<file path="config.mk">
export PLATFORM = sky130hd
export DESIGN_NAME = cbr_target_unit
export DESIGN_NICKNAME = d
export VERILOG_FILES = /design/src/rtl/cbt_pkg.sv /design/src/rtl/cbt_decode.sv /design/src/rtl/cbt_cond.sv /design/src/rtl/cbt_target.sv /design/src/rtl/cbr_target_unit.sv
export SDC_FILE = /design/constraint.sdc
export NUM_CORES = 1
export LEC_CHECK = 0
export CAP_MARGIN = 20
export CELL_PAD_IN_SITES_DETAIL_PLACEMENT = 0
export CELL_PAD_IN_SITES_GLOBAL_PLACEMENT = 1
export CORE_UTILIZATION = 39
export CTS_CLUSTER_DIAMETER = 40
export DETAILED_ROUTE_END_ITERATION = 16
export HOLD_SLACK_MARGIN = 0.08
export PLACE_DENSITY = 0.85
export REMOVE_ABC_BUFFERS = 1
export SYNTH_ARGS = -nofsm -noshare
export SYNTH_HDL_FRONTEND = slang
export SYNTH_SLANG_ARGS = --single-unit
</file>
<file path="constraint.sdc">
create_clock -name clk -period 2.5 [get_ports clk]
set_clock_uncertainty 0.1 [all_clocks]
set_input_delay 0.375 -clock clk [delete_from_list [all_inputs] [get_ports clk]]
set_output_delay 0.375 -clock clk [all_outputs]
set_load 0.05 [all_outputs]
</file>
<file path="src/rtl/cbt_pkg.sv">
package cbt_pkg;
  localparam int OP_W = 16;

  typedef enum logic [2:0] {
    K_NONE    = 3'd0,
    K_COND    = 3'd1,
    K_SHORT   = 3'd2,
    K_LONG_HI = 3'd3,
    K_LONG_LO = 3'd4,
    K_XCHG    = 3'd5
  } kind_e;

  typedef enum logic [1:0] {
    TRAP_NONE  = 2'd0,
    TRAP_UNDEF = 2'd1,
    TRAP_SWI   = 2'd2
  } trap_e;
endpackage

</file>
<file path="src/rtl/cbt_decode.sv">
module cbt_decode
  import cbt_pkg::*;
(
  input  logic [OP_W-1:0] op,
  output kind_e           kind,
  output trap_e           trap
);
  always_comb begin
    kind = K_NONE;
    trap = TRAP_NONE;
    if (op[15:12] == 4'b1101) begin
      if (op[11:9] == 3'b111) trap = op[8] ? TRAP_SWI : TRAP_UNDEF;
      else                    kind = K_COND;
    end else if (op[15:11] == 5'b11100) begin
      kind = K_SHORT;
    end else if (op[15:11] == 5'b11110) begin
      kind = K_LONG_HI;
    end else if (op[15:11] == 5'b11111) begin
      kind = K_LONG_LO;
    end else if (op[15:7] == 9'b010001110) begin
      kind = K_XCHG;
    end
  end
endmodule

</file>
<file path="src/rtl/cbt_cond.sv">
module cbt_cond (
  input  logic [3:0] code,
  input  logic [3:0] nzcv,
  output logic       pass
);
  logic n, z, c, v;
  assign {n, z, c, v} = nzcv;

  always_comb begin
    unique case (code)
      4'd0:    pass = z;
      4'd1:    pass = !z;
      4'd2:    pass = c;
      4'd3:    pass = !c;
      4'd4:    pass = n;
      4'd5:    pass = !n;
      4'd6:    pass = v;
      4'd7:    pass = !v;
      4'd8:    pass = c && !z;
      4'd9:    pass = !c || z;
      4'd10:   pass = (n == v);
      4'd11:   pass = (n != v);
      4'd12:   pass = !z && (n == v);
      4'd13:   pass = z || (n != v);
      default: pass = 1'b0;
    endcase
  end
endmodule

</file>
<file path="src/rtl/cbt_target.sv">
module cbt_target
  import cbt_pkg::*;
#(
  parameter int AW = 32
) (
  input  kind_e           kind,
  input  logic [OP_W-1:0] op,
  input  logic            cond_pass,
  input  logic [AW-1:0]   pc,
  input  logic [AW-1:0]   lr,
  input  logic [AW-1:0]   rm_val,
  output logic            taken,
  output logic [AW-1:0]   pc_next,
  output logic            lr_we,
  output logic [AW-1:0]   lr_next,
  output logic            narrow
);
  localparam logic [3:0] PC_REG = 4'hF;
  localparam int         HI_SH  = 12;

  logic [AW-1:0] off_cond, off_short, off_hi, off_lo;
  logic [AW-1:0] x_src, x_mask;
  logic [3:0]    x_reg;

  assign off_cond  = {{(AW-9){op[7]}}, op[7:0], 1'b0};
  assign off_short = {{(AW-12){op[10]}}, op[10:0], 1'b0};
  assign off_hi    = {{(AW-11-HI_SH){op[10]}}, op[10:0], {HI_SH{1'b0}}};
  assign off_lo    = {{(AW-12){1'b0}}, op[10:0], 1'b0};

  assign x_reg  = op[6:3];
  assign x_src  = (x_reg == PC_REG) ? pc : rm_val;
  assign x_mask = (x_reg == PC_REG) ? ~AW'(3) : ~AW'(1);

  always_comb begin
    taken   = 1'b0;
    pc_next = pc;
    lr_we   = 1'b0;
    lr_next = lr;
    narrow  = 1'b1;
    unique case (kind)
      K_COND: if (cond_pass) begin
        taken   = 1'b1;
        pc_next = pc + off_cond;
      end
      K_SHORT: begin
        taken   = 1'b1;
        pc_next = pc + off_short;
      end
      K_LONG_HI: begin
        lr_we   = 1'b1;
        lr_next = pc + off_hi;
      end
      K_LONG_LO: begin
        taken   = 1'b1;
        pc_next = lr + off_lo;
        lr_we   = 1'b1;
        lr_next = (pc - AW'(2)) | AW'(1);
      end
      K_XCHG: begin
        taken   = 1'b1;
        narrow  = x_src[0];
        pc_next = x_src & x_mask;
      end
      default: ;
    endcase
  end
endmodule

</file>
<file path="src/rtl/cbr_target_unit.sv">
module cbr_target_unit
  import cbt_pkg::*;
#(
  parameter int AW = 32
) (
  input  logic          clk,
  input  logic          rst_n,
  input  logic          in_valid,
  input  logic [15:0]   in_op,
  input  logic [AW-1:0] in_pc,
  input  logic [3:0]    in_nzcv,
  input  logic [AW-1:0] in_lr,
  input  logic [AW-1:0] in_rm_val,
  output logic          res_valid,
  output logic          res_taken,
  output logic [AW-1:0] res_pc,
  output logic [AW-1:0] res_lr,
  output logic          res_lr_we,
  output logic          res_narrow,
  output logic [1:0]    res_trap
);
  // reset: asserted asynchronously, released on a clock edge
  logic [1:0] rst_pipe;
  logic       rst_sync_n;
  always_ff @(posedge clk or negedge rst_n) begin
    if (!rst_n) rst_pipe <= 2'b00;
    else        rst_pipe <= {rst_pipe[0], 1'b1};
  end
  assign rst_sync_n = rst_pipe[1];

  kind_e         kind;
  trap_e         trap;
  logic          cond_pass;
  logic          c_taken, c_lr_we, c_narrow;
  logic [AW-1:0] c_pc, c_lr;

  cbt_decode u_decode (.op(in_op), .kind(kind), .trap(trap));

  cbt_cond u_cond (.code(in_op[11:8]), .nzcv(in_nzcv), .pass(cond_pass));

  cbt_target #(.AW(AW)) u_target (
    .kind(kind), .op(in_op), .cond_pass(cond_pass),
    .pc(in_pc), .lr(in_lr), .rm_val(in_rm_val),
    .taken(c_taken), .pc_next(c_pc), .lr_we(c_lr_we),
    .lr_next(c_lr), .narrow(c_narrow)
  );

  // next state
  logic          valid_d, taken_d, lr_we_d;
  always_comb begin
    valid_d = in_valid;
    taken_d = in_valid && c_taken;
    lr_we_d = in_valid && c_lr_we;
  end

  // strobe registers, updated every cycle
  always_ff @(posedge clk or negedge rst_sync_n) begin
    if (!rst_sync_n) begin
      res_valid <= 1'b0;
      res_taken <= 1'b0;
      res_lr_we <= 1'b0;
    end else begin
      res_valid <= valid_d;
      res_taken <= taken_d;
      res_lr_we <= lr_we_d;
    end
  end

  // data registers, loaded only when a word is accepted
  always_ff @(posedge clk or negedge rst_sync_n) begin
    if (!rst_sync_n) begin
      res_pc     <= '0;
      res_lr     <= '0;
      res_narrow <= 1'b1;
      res_trap   <= TRAP_NONE;
    end else if (in_valid) begin
      res_pc     <= c_pc;
      res_lr     <= c_lr;
      res_narrow <= c_narrow;
      res_trap   <= trap;
    end
  end
endmodule

</file>
==> impl_metrics.yaml <==
status:
  outcome: "complete, but fails checks"
  violations: "negative setup slack"
routing:
  firstDrtPassIters: 7
  avgRoutedWirePerCell_um: 23.9
  route.vias.total: 13400
  vias_per_cell: 6.17
  detail-route-antenna-nets: 0
  drt_drc_violations_left: 0
  detailedRoute.firstIterationViolations: 1664
  drt-total-wl_um: 51900
power_and_ir_drop:
  peakVddDrop_v: 0.000288
  sequential_cell_fraction_of_total_power_pct: 20.1
  p_per_area_nw_per_um2: 398
  p_switching_uw: 2960
  p_sw_share_pct: 42.9
  clockPowerShare_pct: 21.5
  intPower_uw: 3940
  comb_power_share_pct: 58.4
  leakage_uw: 0.00747
placement:
  numPortBuffers: 188
  dpl_cell_area_sq_um: 14700
  place_hpwl_um: 37400
  finalWeightedCongestion: 0.989
  dp_cells: 2100
logic_synthesis:
  dominant_combinational_cell_family_by_area_after_synthesis: "compound AO/OA/AOI/OAI gates"
  synth_common_cells: "a21oi_1 (118), nand2_1 (108), nor2_1 (104)"
  yosys-top-cells-area: "dfrtp_1 (19%), ha_1 (9.7%), a21oi_1 (6.3%)"
  ys_warn_count: 0
  synth_compound_area_share_pct: 31.1
  synth_simple_gate_area_share_pct: 21.8
  ys_ff_latch: 72
  synthesis.area_per_instance_sq_um: 7.61
  synth_sequential_area_ratio_pct: 19.1
  synth-edff-count: 0
  synth.cell_area_sq_um: 9430
  synthesis.instances: 1239
  async_reset_ff_share_pct: 100
  synth-main-ff-cell: "dfrtp_1"
  synth-xor-area-share_pct: 9.76
  synth_area_leader_cell: "dfrtp_1"
  synth_fa_ha_area_share_pct: 10.3
  synth_top_area_share_pct: 18.8
  synthMuxAreaShare_pct: 3.53
  yosys.cell_count.top_type: "a21oi_1"
  synthDistinctLibCells: 84
min_path:
  hold_class: "flop to asynchronous set/reset pin"
critical_path:
  timing.setup.critical_path_class: "input pin to flop"
  crit_path_cell_chain: "buf_12 -> buf_8 -> fa_2 -> a21o_1 -> and3_4 -> o2111ai_4 -> nand4_1 -> a21oi_2 -> buf_6 -> mux2i_2 -> a211oi_2 -> o211ai_1"
  end_kind: "flop"
  worst-endpoint-arrival_ns: 2.79
  crit_path_max_incr_delay_ns: 0.40
  required_time_of_the_worst_setup_path_ns: 2.69
  worst-path-buf-inv: 3
  critical_path.max_fanout: 4
  cpLargestDelayFamily: "compound AO/OA/AOI/OAI gates"
  timing.critical_path.from_type: "input pin"
  cpMaxStageDelayCell: "fa_2"
floorplanning:
  floorplan.core_area_sq_um: 23600
  chipHeight_um: 157
  ports_placed_on_the_boundary: 189
  die_w_um: 157
  initial_utilization_pct: 39.9
  floorplan.rows: 56
  floorplan.die_area_sq_um: 24800
final_layout:
  area_growth_pct: 84.3
  final_cells: 2172
  drive_above_1_share_pct: 42.4
  nFillCells: 1725
  multi_input_comb_area_sq_um: 8900
  number_of_nets_in_the_layout: 2043
  fin_area_sq_um: 17400
  antennaDiodeCount: 0
  register_area_sq_um: 1810
cts:
  cts_root_buf: "clkbuf_16"
  cts_made_buffers: 9
  worst_setup_hold_path_clk_slew_ns: 0.09
  cts-htree-levels: 3
  clkSinkCount: 72
  clock_tree.buffer_depth: 2
  cts_tree: "done"
  insertion_delay_ns: 0.35
timing:
  finalSetupViolCount: 13
  min_period_ns: 2.59
  rsz0062_at_grt: "yes"
  final_min_period_over_clock_period_pct: 104
  slew_viol_final: 0
  slew_headroom_pct: 58.3
  postLayoutSetupSlackWorst_ns: -0.0917
  max_freq_mhz: 386
  tightest_pin_transition_ns: 0.626
  final_hold_viol_count: 0
grt:
  grt-ovfl-total: 0
  gr-usage-all-layers_pct: 40.1
  grt_pass1_vias: 12800
  grt_pass1_wl_um: 74400
  antenna_found_initial: 0
  grt_max_degree: 57
flow_run:
  max_cap_viol_count: 0
layout make-up:
cell class | instances | area share, %
clock buffer | 10 | 1.38
timing repair buffer | 670 | 33.5
tap | 319 | 2.30
sequential | 72 | 10.4
inverter | 33 | 0.713
multi-input combinational | 1062 | 51.3
clock inverter | 6 | 0.418
metal layers:
metal | global-route usage (%) | part of all wire, % | vias up
met5 | 0 | 0 | -
met4 | 17.5 | 5.1 | 0
met3 | 6.39 | 10 | 209
met2 | 62.3 | 44 | 879
met1 | 54.6 | 41 | 6407
li1 | - | - | 5904
power groups by stage:
stage / combinational (uW) / sequential (uW) / clock, uW
final: 4040 / 1390 / 1490
after global routing: 4220 / 1400 / 1520
after floorplan: 1220 / 1800 / 0
after CTS: 3660 / 1380 / 1480
after global placement: 3300 / 1400 / 0
after detailed placement: 3320 / 1400 / 0
cell families after synthesis:
group                      after synthesis
AOI/OAI and AO/OA                      444
buffers and inverters                  105
adders and majority gates               76
xor gates and xnor gates               105
DFF                                     72
other                                    1
and+or+nand+nor                        406
muxes                                   30
flip-flops by register name, summed over array words and instances, names as in the netlist:
| register | count |
|---|---|
| res_lr | 32 |
| res_narrow | 1 |
| res_taken | 1 |
| rst_pipe | 2 |
| res_lr_we | 1 |
| res_trap | 2 |
| res_pc | 32 |
| res_valid | 1 |
through the flow:
stage	setup slack (ns)	utilization, %	hold slack, ns	setup TNS [ns]	total power, uW
4_1_cts	-0.0806	70.1	0.250	-0.230	6520
6_report	-0.0917	73.6	0.242	-0.528	6910
2_1_floorplan	-1.16	-	-0.0206	-24.29	3020
3_5_place_dp	-1.10	62.5	0.241	-42.42	4720
5_1_grt	-0.165	73.6	0.257	-1.64	7130
3_3_place_gp	-1.06	62.5	0.237	-40.32	4700
worst reg2reg max path, delay by kind of cell (launching register included):
| kind | cells | cell delay, ns |
|---|---|---|
| flip-flops | 1 | 0.36 |
| AO/OA/AOI/OAI | 1 | 0.05 |
| multiplexers | 1 | 0.27 |
| AND/OR/NAND/NOR | 2 | 0.61 |
placed cells by master (no fill, tap or decap), types with 16 or more instances in the layout:
| master | synthesis | final |
|---|---|---|
| a21o_1 | 39 | 38 |
| a21oi_1 | 118 | 86 |
| a21oi_2 | 1 | 30 |
| a31oi_1 | 26 | 20 |
| buf_12 | 0 | 16 |
| buf_4 | 1 | 422 |
| buf_6 | 0 | 50 |
| clkdlybuf4s50_1 | 0 | 127 |
| dfrtp_1 | 71 | 70 |
| ha_1 | 73 | 21 |
| ha_4 | 0 | 49 |
| inv_1 | 32 | 32 |
| nand2_1 | 108 | 104 |
| nand3_1 | 33 | 26 |
| nand4_1 | 21 | 21 |
| nor2_1 | 104 | 101 |
| nor3_1 | 28 | 25 |
| o211ai_1 | 16 | 16 |
| o21ai_0 | 65 | 50 |
| o21ai_1 | 21 | 26 |
| xnor2_1 | 64 | 60 |
| xor2_1 | 41 | 41 |
path summary, 6_finish.rpt:
| path | depth (start not counted) | endpoint | startpoint | slack (ns) |
|---|---|---|---|---|
| setup / recovery | 12 | res_pc[31] | in_op[1] | -0.09 |
| hold / removal | 0 | res_lr[16] | rst_pipe[1] | 0.24 |
| setup reg to reg | 4 | res_pc[30] | res_pc[30] | 1.04 |
| hold reg to reg | 0 | res_lr[16] | rst_pipe[1] | 0.24 |
| max in group asynchronous | 1 | res_narrow | rst_pipe[1] | 1.33 |
| min in group clk | 0 | rst_pipe[1] | rst_pipe[0] | 0.25 |
timing repair:
item / 4_1_cts / 5_1_grt
gates cloned: 3 / 0
endpoints found under the hold margin: 2 / 0
buffers inserted: 36 / 20
setup endpoints to repair: 51 / 43
pin swaps: 105 / 113
resized for setup: 370 / 179
hold buffers: 1 / 0
Note: power is estimated with default switching activity, not from simulation.
